File: src/rtl/etime_pkg.sv
package etime_pkg;
   // Byte offset of word k in a bank of 16-bit words starting at base.
   function automatic int unsigned word_ofs(input int unsigned base, input int unsigned k);
      return base + 2 * k;
   endfunction
endpackage

File: src/rtl/etime_counter.sv
module etime_counter #(
   parameter int unsigned WORD_W = 16,
   parameter int unsigned NWORDS = 3
) (
   input  logic                       clk,
   input  logic                       rst_n,
   input  logic                       tick_en,
   input  logic [NWORDS-1:0]          wsel,
   input  logic [WORD_W-1:0]          wdata,
   output logic [WORD_W*NWORDS-1:0]   cnt,
   output logic [WORD_W*NWORDS-1:0]   cnt_nxt,
   output logic                       adv
);
   localparam int unsigned CW = WORD_W * NWORDS;

   logic [CW-1:0] cnt_d;

   assign adv     = tick_en & ~(|wsel);
   assign cnt_nxt = cnt + CW'(1);

   always_comb begin
      cnt_d = adv ? cnt_nxt : cnt;
      for (int k = 0; k < int'(NWORDS); k++) begin
         if (wsel[k]) cnt_d[k*WORD_W +: WORD_W] = wdata;
      end
   end

   always_ff @(posedge clk) begin
      if (!rst_n) cnt <= '0;
      else        cnt <= cnt_d;
   end

   // an accepted tick adds exactly one
   a_r2_advance: assert property (@(posedge clk) disable iff (!rst_n)
      (tick_en && wsel == '0) |=> cnt == CW'($past(cnt) + CW'(1)));
   // no tick and no write keeps the count
   a_r3_hold: assert property (@(posedge clk) disable iff (!rst_n)
      (!tick_en && wsel == '0) |=> $stable(cnt));
endmodule

File: src/rtl/etime_alarm.sv
module etime_alarm #(
   parameter int unsigned WORD_W = 16,
   parameter int unsigned NWORDS = 3
) (
   input  logic                       clk,
   input  logic                       rst_n,
   input  logic                       adv,
   input  logic [WORD_W*NWORDS-1:0]   cnt_nxt,
   input  logic [NWORDS-1:0]          cmp_wsel,
   input  logic                       en_wr,
   input  logic                       stat_wr,
   input  logic [WORD_W-1:0]          wdata,
   output logic [WORD_W*NWORDS-1:0]   cmp,
   output logic                       en,
   output logic                       flag
);
   localparam int unsigned CW = WORD_W * NWORDS;

   logic hit_set;
   logic hit_clr;

   assign hit_set = adv && (cnt_nxt == cmp);
   assign hit_clr = stat_wr && wdata[0];

   for (genvar k = 0; k < NWORDS; k++) begin : g_cmp
      always_ff @(posedge clk) begin
         if (!rst_n)           cmp[k*WORD_W +: WORD_W] <= '0;
         else if (cmp_wsel[k]) cmp[k*WORD_W +: WORD_W] <= wdata;
      end
   end

   always_ff @(posedge clk) begin
      if (!rst_n) begin
         en   <= 1'b0;
         flag <= 1'b0;
      end else begin
         if (en_wr) en <= wdata[0];
         if (hit_set)      flag <= 1'b1;
         else if (hit_clr) flag <= 1'b0;
      end
   end

   // compare holds unless written
   a_r5_cmp_hold: assert property (@(posedge clk) disable iff (!rst_n)
      (cmp_wsel == '0) |=> $stable(cmp));
   // the flag only rises after an accepted tick
   a_r6_rise_on_tick: assert property (@(posedge clk) disable iff (!rst_n)
      $rose(flag) |-> $past(adv));
   // a clear with no set pending drops the flag
   a_r7_clear: assert property (@(posedge clk) disable iff (!rst_n)
      (hit_clr && !hit_set) |=> !flag);
   // set wins over a simultaneous clear
   a_r8_set_wins: assert property (@(posedge clk) disable iff (!rst_n)
      (hit_set && hit_clr) |=> flag);
endmodule

File: src/rtl/elapsed_alarm_timer.sv
module elapsed_alarm_timer #(
   parameter int unsigned WORD_W   = 16,
   parameter int unsigned NWORDS   = 3,
   parameter int unsigned ADDR_W   = 5,
   parameter int unsigned CNT_BASE = 'h00,
   parameter int unsigned CMP_BASE = 'h08,
   parameter int unsigned EN_OFS   = 'h10,
   parameter int unsigned STAT_OFS = 'h1E
) (
   input  logic              clk,
   input  logic              rst_n,
   input  logic              tick_en,
   input  logic [ADDR_W-1:0] bus_addr,
   input  logic              bus_wr,
   input  logic [WORD_W-1:0] bus_wdata,
   output logic [WORD_W-1:0] bus_rdata,
   output logic              irq
);
   import etime_pkg::*;

   localparam int unsigned CW = WORD_W * NWORDS;

   if (STAT_OFS >= (1 << ADDR_W) || EN_OFS >= (1 << ADDR_W)) begin : g_chk_addr
      $error("address width too small for register offsets");
   end
   if (CMP_BASE < CNT_BASE + 2 * NWORDS) begin : g_chk_overlap
      $error("compare bank overlaps count bank");
   end
   if (WORD_W < 2) begin : g_chk_word
      $error("word width must be at least 2");
   end

   logic [NWORDS-1:0] cnt_wsel, cmp_wsel, cnt_rsel, cmp_rsel;
   logic              en_hit, stat_hit;
   logic [CW-1:0]     cnt, cnt_nxt, cmp;
   logic              adv, en, flag;

   for (genvar k = 0; k < NWORDS; k++) begin : g_dec
      localparam logic [ADDR_W-1:0] A_CNT = ADDR_W'(word_ofs(CNT_BASE, k));
      localparam logic [ADDR_W-1:0] A_CMP = ADDR_W'(word_ofs(CMP_BASE, k));
      assign cnt_rsel[k] = (bus_addr == A_CNT);
      assign cmp_rsel[k] = (bus_addr == A_CMP);
      assign cnt_wsel[k] = bus_wr && cnt_rsel[k];
      assign cmp_wsel[k] = bus_wr && cmp_rsel[k];
   end

   assign en_hit   = (bus_addr == ADDR_W'(EN_OFS));
   assign stat_hit = (bus_addr == ADDR_W'(STAT_OFS));

   etime_counter #(.WORD_W(WORD_W), .NWORDS(NWORDS)) u_cnt (
      .clk(clk), .rst_n(rst_n), .tick_en(tick_en), .wsel(cnt_wsel),
      .wdata(bus_wdata), .cnt(cnt), .cnt_nxt(cnt_nxt), .adv(adv));

   etime_alarm #(.WORD_W(WORD_W), .NWORDS(NWORDS)) u_alm (
      .clk(clk), .rst_n(rst_n), .adv(adv), .cnt_nxt(cnt_nxt),
      .cmp_wsel(cmp_wsel), .en_wr(bus_wr && en_hit),
      .stat_wr(bus_wr && stat_hit), .wdata(bus_wdata),
      .cmp(cmp), .en(en), .flag(flag));

   always_comb begin
      bus_rdata = '0;
      for (int k = 0; k < int'(NWORDS); k++) begin
         if (cnt_rsel[k]) bus_rdata = cnt[k*WORD_W +: WORD_W];
         if (cmp_rsel[k]) bus_rdata = cmp[k*WORD_W +: WORD_W];
      end
      if (en_hit)   bus_rdata = {{(WORD_W-1){1'b0}}, en};
      if (stat_hit) bus_rdata = {{(WORD_W-1){1'b0}}, flag};
   end

   assign irq = flag & en;

   // interrupt only with the enable bit set
   a_r9_irq_gated: assert property (@(posedge clk) disable iff (!rst_n)
      (bus_wr && en_hit && !bus_wdata[0]) |=> !irq);
endmodule

File: config.mk
export PLATFORM = sky130hd
export DESIGN_NAME = elapsed_alarm_timer
export DESIGN_NICKNAME = d
export VERILOG_FILES = /design/src/rtl/etime_pkg.sv /design/src/rtl/etime_counter.sv /design/src/rtl/etime_alarm.sv /design/src/rtl/elapsed_alarm_timer.sv
export SDC_FILE = /design/constraint.sdc
export NUM_CORES = 1
export LEC_CHECK = 0
export ABC_AREA = 1
export BUFFER_PORTS_ARGS = -buffer_cell sky130_fd_sc_hd__buf_4
export CORE_ASPECT_RATIO = 1.2
export CORE_MARGIN = 1.5
export CORE_UTILIZATION = 47
export DETAILED_ROUTE_END_ITERATION = 8
export GPL_TIMING_DRIVEN = 0
export HOLD_SLACK_MARGIN = 0.08
export PLACE_DENSITY = 0.68
export SYNTH_ARGS = -nofsm -noshare
export SYNTH_HDL_FRONTEND = slang
export SYNTH_HIERARCHICAL = 1
export SYNTH_SLANG_ARGS = --single-unit
export TNS_END_PERCENT = 20
File: constraint.sdc
create_clock -name clk -period 3.4 [get_ports clk]
set_input_delay 0.68 -clock clk [delete_from_list [all_inputs] [get_ports clk]]
set_output_delay 0.68 -clock clk [all_outputs]
set_load 0.01 [all_outputs]
Yosys cells after proc, flatten, opt, wreduce, memory -nomap -nowiden
Index checks and enable logic that the tools add are counted.

cells by class
  add/sub/neg operators = 1
  equal/unequal tests = 8
  multiplexer cells = 14
  bitwise logic cells = 3
  reductions and logical operators = 16

operators with widths
  operator                                             count
  2-to-1 mux 16 bit                                    11
  adder 48 x 1 -> 48 bit, second input constant        1
  equality test 48 bit                                 1
  2-to-1 mux 48 bit                                    1
  equality test 5 x 4 -> 1 bit, second input constant  3
  equality test 5 bit, second input constant           2
  logical AND 1 bit                                    10
  nonzero test 2 bit                                   4
  equality test 5 x 2 -> 1 bit, second input constant  1
  equality test 5 x 3 -> 1 bit, second input constant  1
  logical NOT 5 bit                                    1
  OR reduction 3 bit                                   1
  AND 1 bit                                            2
  2-to-1 mux 1 bit                                     2
  inverter 1 bit                                       1

storage, ports and cells
  register bits = 98
  input bits = 25
  word-level logic and storage cells = 50

Logic depth before layout (Yosys ltp)
  depth after elaboration = 9
  depth in mapped cells = 18

Modules after synthesis
Netlist, hierarchy kept.

modules (own cells, without submodules)
  module               times used  cells an instance  area an instance (um^2)
  etime_counter        1           605                3634.7
  etime_alarm          1           413                2537.4
  elapsed_alarm_timer  1           211                1006.0

Worst setup path before layout
OpenSTA, ideal clock, no wires.

  kind = in2reg
  from = input port bus_addr[0]
  to = register u_alm.flag
  library setup time = 0.114 ns
  data arrival time = 2.361 ns
  data required time = 3.286 ns
  path slack = 0.926 ns
  cell stages on the path = 18
  cells stage by stage = nor2_4 -> nand2_4 -> nor2_2 -> nand2_2 -> buf_6 -> nor2_1 -> clkinv_1 -> nand4_2 -> inv_1 -> clkbuf_1 -> nand2_1 -> nor2_1 -> nand2_1 -> nor2_1 -> nand2_1 -> nor2_2 -> nand2_1 -> a21oi_2

between the ends
  longest elaborated chain between the ends = 7
  elaborated cells on any way between the ends = 15
  classes of those cells = 3 x eq/ne; 1 x mux; 2 x bitwise; 9 x reduce/logical

RTL lines
  what                                                           line                       text
  start, declared                                                elapsed_alarm_timer.sv:13  input logic [ADDR_W-1:0] bus_addr,
  equality test 5 x 3 -> 1 bit *                                 elapsed_alarm_timer.sv:41  assign cnt_rsel[k] = (bus_addr == A_CNT);
  logical AND 1 bit *                                            elapsed_alarm_timer.sv:43  assign cnt_wsel[k] = bus_wr && cnt_rsel[k];
  named net cnt_wsel[2]                                          elapsed_alarm_timer.sv:33  logic [NWORDS-1:0] cnt_wsel, cmp_wsel, cnt_rsel, cmp_rsel;
  OR reduction 3 bit *                                           etime_counter.sv:18        assign adv = tick_en & ~(|wsel);
  inverter 1 bit *                                               etime_counter.sv:18
  AND 1 bit *                                                    etime_counter.sv:18
  named net adv                                                  elapsed_alarm_timer.sv:36  logic adv, en, flag;
  logical AND 1 bit *                                            etime_alarm.sv:22          assign hit_set = adv && (cnt_nxt == cmp);
  2-to-1 mux 1 bit / nonzero test 2 bit (equally long branches)  --
  end signal, assigned                                           etime_alarm.sv:35          flag <= 1'b0;
  end signal, assigned                                           etime_alarm.sv:38          if (hit_set) flag <= 1'b1;
  end signal, assigned                                           etime_alarm.sv:39          else if (hit_clr) flag <= 1'b0;
  end, declared                                                  etime_alarm.sv:15          output logic flag

Mark *: on every way through the listed nets, which the timed path passes. The rest lies on a longest branch.
A chain may end at the register's enable or synchronous reset.

Worst setup path after layout
Same ends and word-level chain as after synthesis.

==> impl_metrics.csv <==
group,metric,value,unit
global_route,grt.overflow.total,0,
pwr,pwr_density_cell,316,nW/µm²
timing,relSlewSlack,34.4,%
place,dp_slack,-0.327,ns
floorplanning,row_count,49,
cts,worstSkewPairLatency,0.37,ns
route,finalWirelength,31600,µm
pwr,fin_total_pwr,2550,µW
global_route,grt_first_pass_wirelength,46100,µm
synthesis,synth_xor_area_share,4.92,%
place,placed_cells_incl_taps,1475,
finish,finalInstanceArea,8060,µm²
timing,fin_setup_tns,0,ns
pwr,switching_share,30.1,%
worst_setup_path,timing_worst_setup_path_type,"primary input to flop",
timing,post_route_clock_period_utilization,94.7,%
route,detailed_route_vias_per_instance,5.72,
floorplanning,pin_count,42,
floorplanning,floorplan.die.height,138,µm
synthesis,async_reset_ff_share,0,%
synthesis,yosys_warnings,6,
worst_setup_path,critical_path.endpoint_type,"flop",
pwr,vdd_drop_max,0.201,mV
synthesis,combinational_family_with_the_most_area_after_synthesis,"simple AND/OR/NAND/NOR gates",
synthesis,netlist-cell-type-count,36,
place,routabilityCongestion,1.05,
synthesis,synth_fa_ha_area_share,0.174,%
timing,finClkSkew,0.00746,ns
place,port_buffers,41,
finish,layout.nets,1308,
cts,numCtsBuffers,9,
synthesis,post_syn_nets,1255,
timing,finalHoldViolations,0,
synthesis,fraction_of_the_mapped_netlist_area_in_compound_gates,14.3,%
finish,flow.area_growth_from_synthesis,12.3,%
worst_setup_path,critPathRequiredTime,3.67,ns
cts,path_clk_slew,0.08,ns
route,drt_first_iter_violations,1285,
route,antenna_violating_nets_post_route,0,
finish,fillCellCount,1629,
timing,tightestPinTransition,0.981,ns
timing,clock.fmax,0.310,GHz
global_route,grt_antenna_before_repair,1,
timing,post-route-min-period,3.22,ns
worst_setup_path,arrival,3.49,ns
cts,sink_count_of_the_clock_tree,98,
pwr,switchingPower,766,µW
global_route,groute.usage.overall,39.7,%
worst_setup_path,critical_path_peak_fanout,10,
synthesis,number_of_enable_flip_flop_cells_after_synthesis,0,
finish,multiInputGateArea,4330,µm²
worst_hold_path,holdCritPathClass,"flop to flop",
synthesis,synth_simple_gate_area_share,40.8,%
floorplanning,die_width,116,µm
synthesis,synthesis.area,7180,µm²
synthesis,post_synth_inst_count,1229,
pwr,total_leakage_power,0.00323,µW
finish,fin_cells,1492,
cts,ctsHtreeMaxLevel,3,
run,max_cap_violations,0,
place,dp_hpwl,25000,µm
global_route,grt_start_max_net_pins,19,
finish,sequential_cell_area,1960,µm²
floorplanning,start_util,48.0,%
cts,tritoncts,"built",
place,place_area,7750,µm²
cts,clockRootBuffer,"clkbuf_16",
synthesis,synth_mux_area_share,0,%
pwr,cell_internal_pwr,1780,µW
timing,rsz0062_at_grt,"false",
run_status,status,"completed",
synthesis,seq_area_frac_synth,27.3,%
worst_setup_path,critical_path_launch_point_type,"primary input",
timing,setup-violations-final,0,
route,dr.pass1.iters,5,
synthesis,avgSynthCellArea,5.84,µm²
cts,ctsLongestPathBuffers,2,
timing,setup_slack,0.179,ns
pwr,clock_power_share,41.9,%
route,post-route-drc-count,0,
pwr,power_frac_seq,46.4,%
floorplanning,die_outline_area,16000,µm²
route,routedWlPerCell,21.2,µm
timing,report.final.slew_viol_count,0,
global_route,grt_pass1_vias,7556,
synthesis,yosys_register_bits,98,
floorplanning,fp.coreArea,15000,µm²
synthesis,synth_ff_type,"dfxtp_1",
pwr,combinationalPowerShare,11.7,%
finish,post_route_cells_drive_above_1_share,11.0,%
route,via_count,8535,
-- synthesized netlist by cell type (all sizes together) (12+ instances only) --
library cell | instances | area, µm²
o21ai | 59 | 295
a31oi | 12 | 75.1
dfxtp | 98 | 1960
a21oi | 78 | 394
nand4 | 38 | 244
nand2 | 372 | 1430
nor2 | 189 | 836
xnor2 | 12 | 105
nand3 | 67 | 340
xor2 | 24 | 248
buf | 23 | 134
inv | 183 | 687
o22ai | 33 | 206
clkbuf | 20 | 75.1
-- final cells by class --
| type | instances | area share, % |
|---|---|---|
| inverter | 184 | 8.57 |
| clock buffer | 10 | 2.97 |
| antenna | 1 | 0.0311 |
| tap | 204 | 3.17 |
| multi-input combinational | 904 | 53.7 |
| timing repair buffer | 42 | 3.91 |
| clock inverter | 6 | 0.699 |
| sequential | 98 | 24.3 |
| buffer | 43 | 2.61 |
-- placed cells by master (no fill, tap or decap), drive strengths merged --
cell type / count
a21oi: 78
a22oi: 2
a31oi: 12
and2: 5
buf: 65
clkbuf: 30
clkinv: 3
clkinvlp: 1
dfxtp: 98
diode: 1
ha: 1
inv: 186
nand2: 372
nand3: 67
nand3b: 1
nand4: 38
nor2: 189
nor3: 3
nor4: 3
o21ai: 59
o21bai: 5
o22ai: 33
xnor2: 12
xor2: 24
-- worst max-delay path: stages --
cell	delay [ns]
buf_4	0.13
nor2_4	0.22
nand2_4	0.12
nor2_2	0.11
nand2_2	0.13
buf_6	0.18
nor2_1	0.17
clkinv_1	0.38
nand4_2	0.36
inv_1	0.12
clkbuf_2	0.28
nand2_1	0.14
nor2_1	0.05
nand2_1	0.08
nor2_1	0.05
nand2_1	0.08
nor2_2	0.05
nand2_1	0.10
a21oi_2	0.05
-- flip-flops by register name, summed over array words and instances, names as in the netlist --
signal,count
u_cnt/cnt,48
u_alm/flag,1
u_alm/cmp,48
u_alm/en,1
-- power by group through the flow --
stage / Combinational, µW / Sequential [µW] / Clock (µW)
6_report: 298 / 1180 / 1070
5_1_grt: 312 / 1180 / 1110
4_1_cts: 285 / 1180 / 1070
3_5_place_dp: 284 / 1210 / 0
3_3_place_gp: 284 / 1210 / 0
2_1_floorplan: 155 / 1200 / 0
-- routing by layer --
layer	part of all wire (%)	vias to the layer above	global-route usage, %
li1	-	3989	-
met1	38	3871	51.9
met2	43	550	58.9
met3	11	125	6.18
met4	7.6	0	28.2
met5	0	-	0
-- cells by family after synthesis --
group | Yosys count
buffers and inverters | 227
AO/OA/AOI/OAI | 189
XOR/XNOR | 36
flip-flops | 98
AND/OR/NAND/NOR | 678
adder cells (fa/ha/maj) | 1
-- final timing paths --
kind | slack [ns] | to | startpoint | depth (start not counted)
worst max-delay path | 0.18 | u_alm/flag$_SDFFE_PN0P_ | bus_addr[0] | 19
worst min-delay path | 0.49 | u_alm/cmp[38]$_SDFFE_PN0P_ | u_alm/cmp[38]$_SDFFE_PN0P_ | 2
worst max register to register | 0.61 | u_alm/flag$_SDFFE_PN0P_ | u_cnt/cnt[10]$_SDFFE_PN0P_ | 13
worst min register to register | 0.49 | u_alm/cmp[38]$_SDFFE_PN0P_ | u_alm/cmp[38]$_SDFFE_PN0P_ | 2
-- metrics by stage --
step / util (%) / hold slack, ns
after floorplan: - / 0.449
after global routing: 53.9 / 0.505
after detailed placement: 51.8 / 0.476
after global placement: 51.7 / 0.469
after CTS: 53.8 / 0.487
final: 53.9 / 0.491
-- timing repair --
item | 4_1_cts | 5_1_grt
buffers inserted | 0 | 0
hold buffers | 0 | 0
gates resized for setup | 0 | 3
endpoints found under the setup margin | 0 | 1
Note: power is estimated with default switching activity, not from simulation.
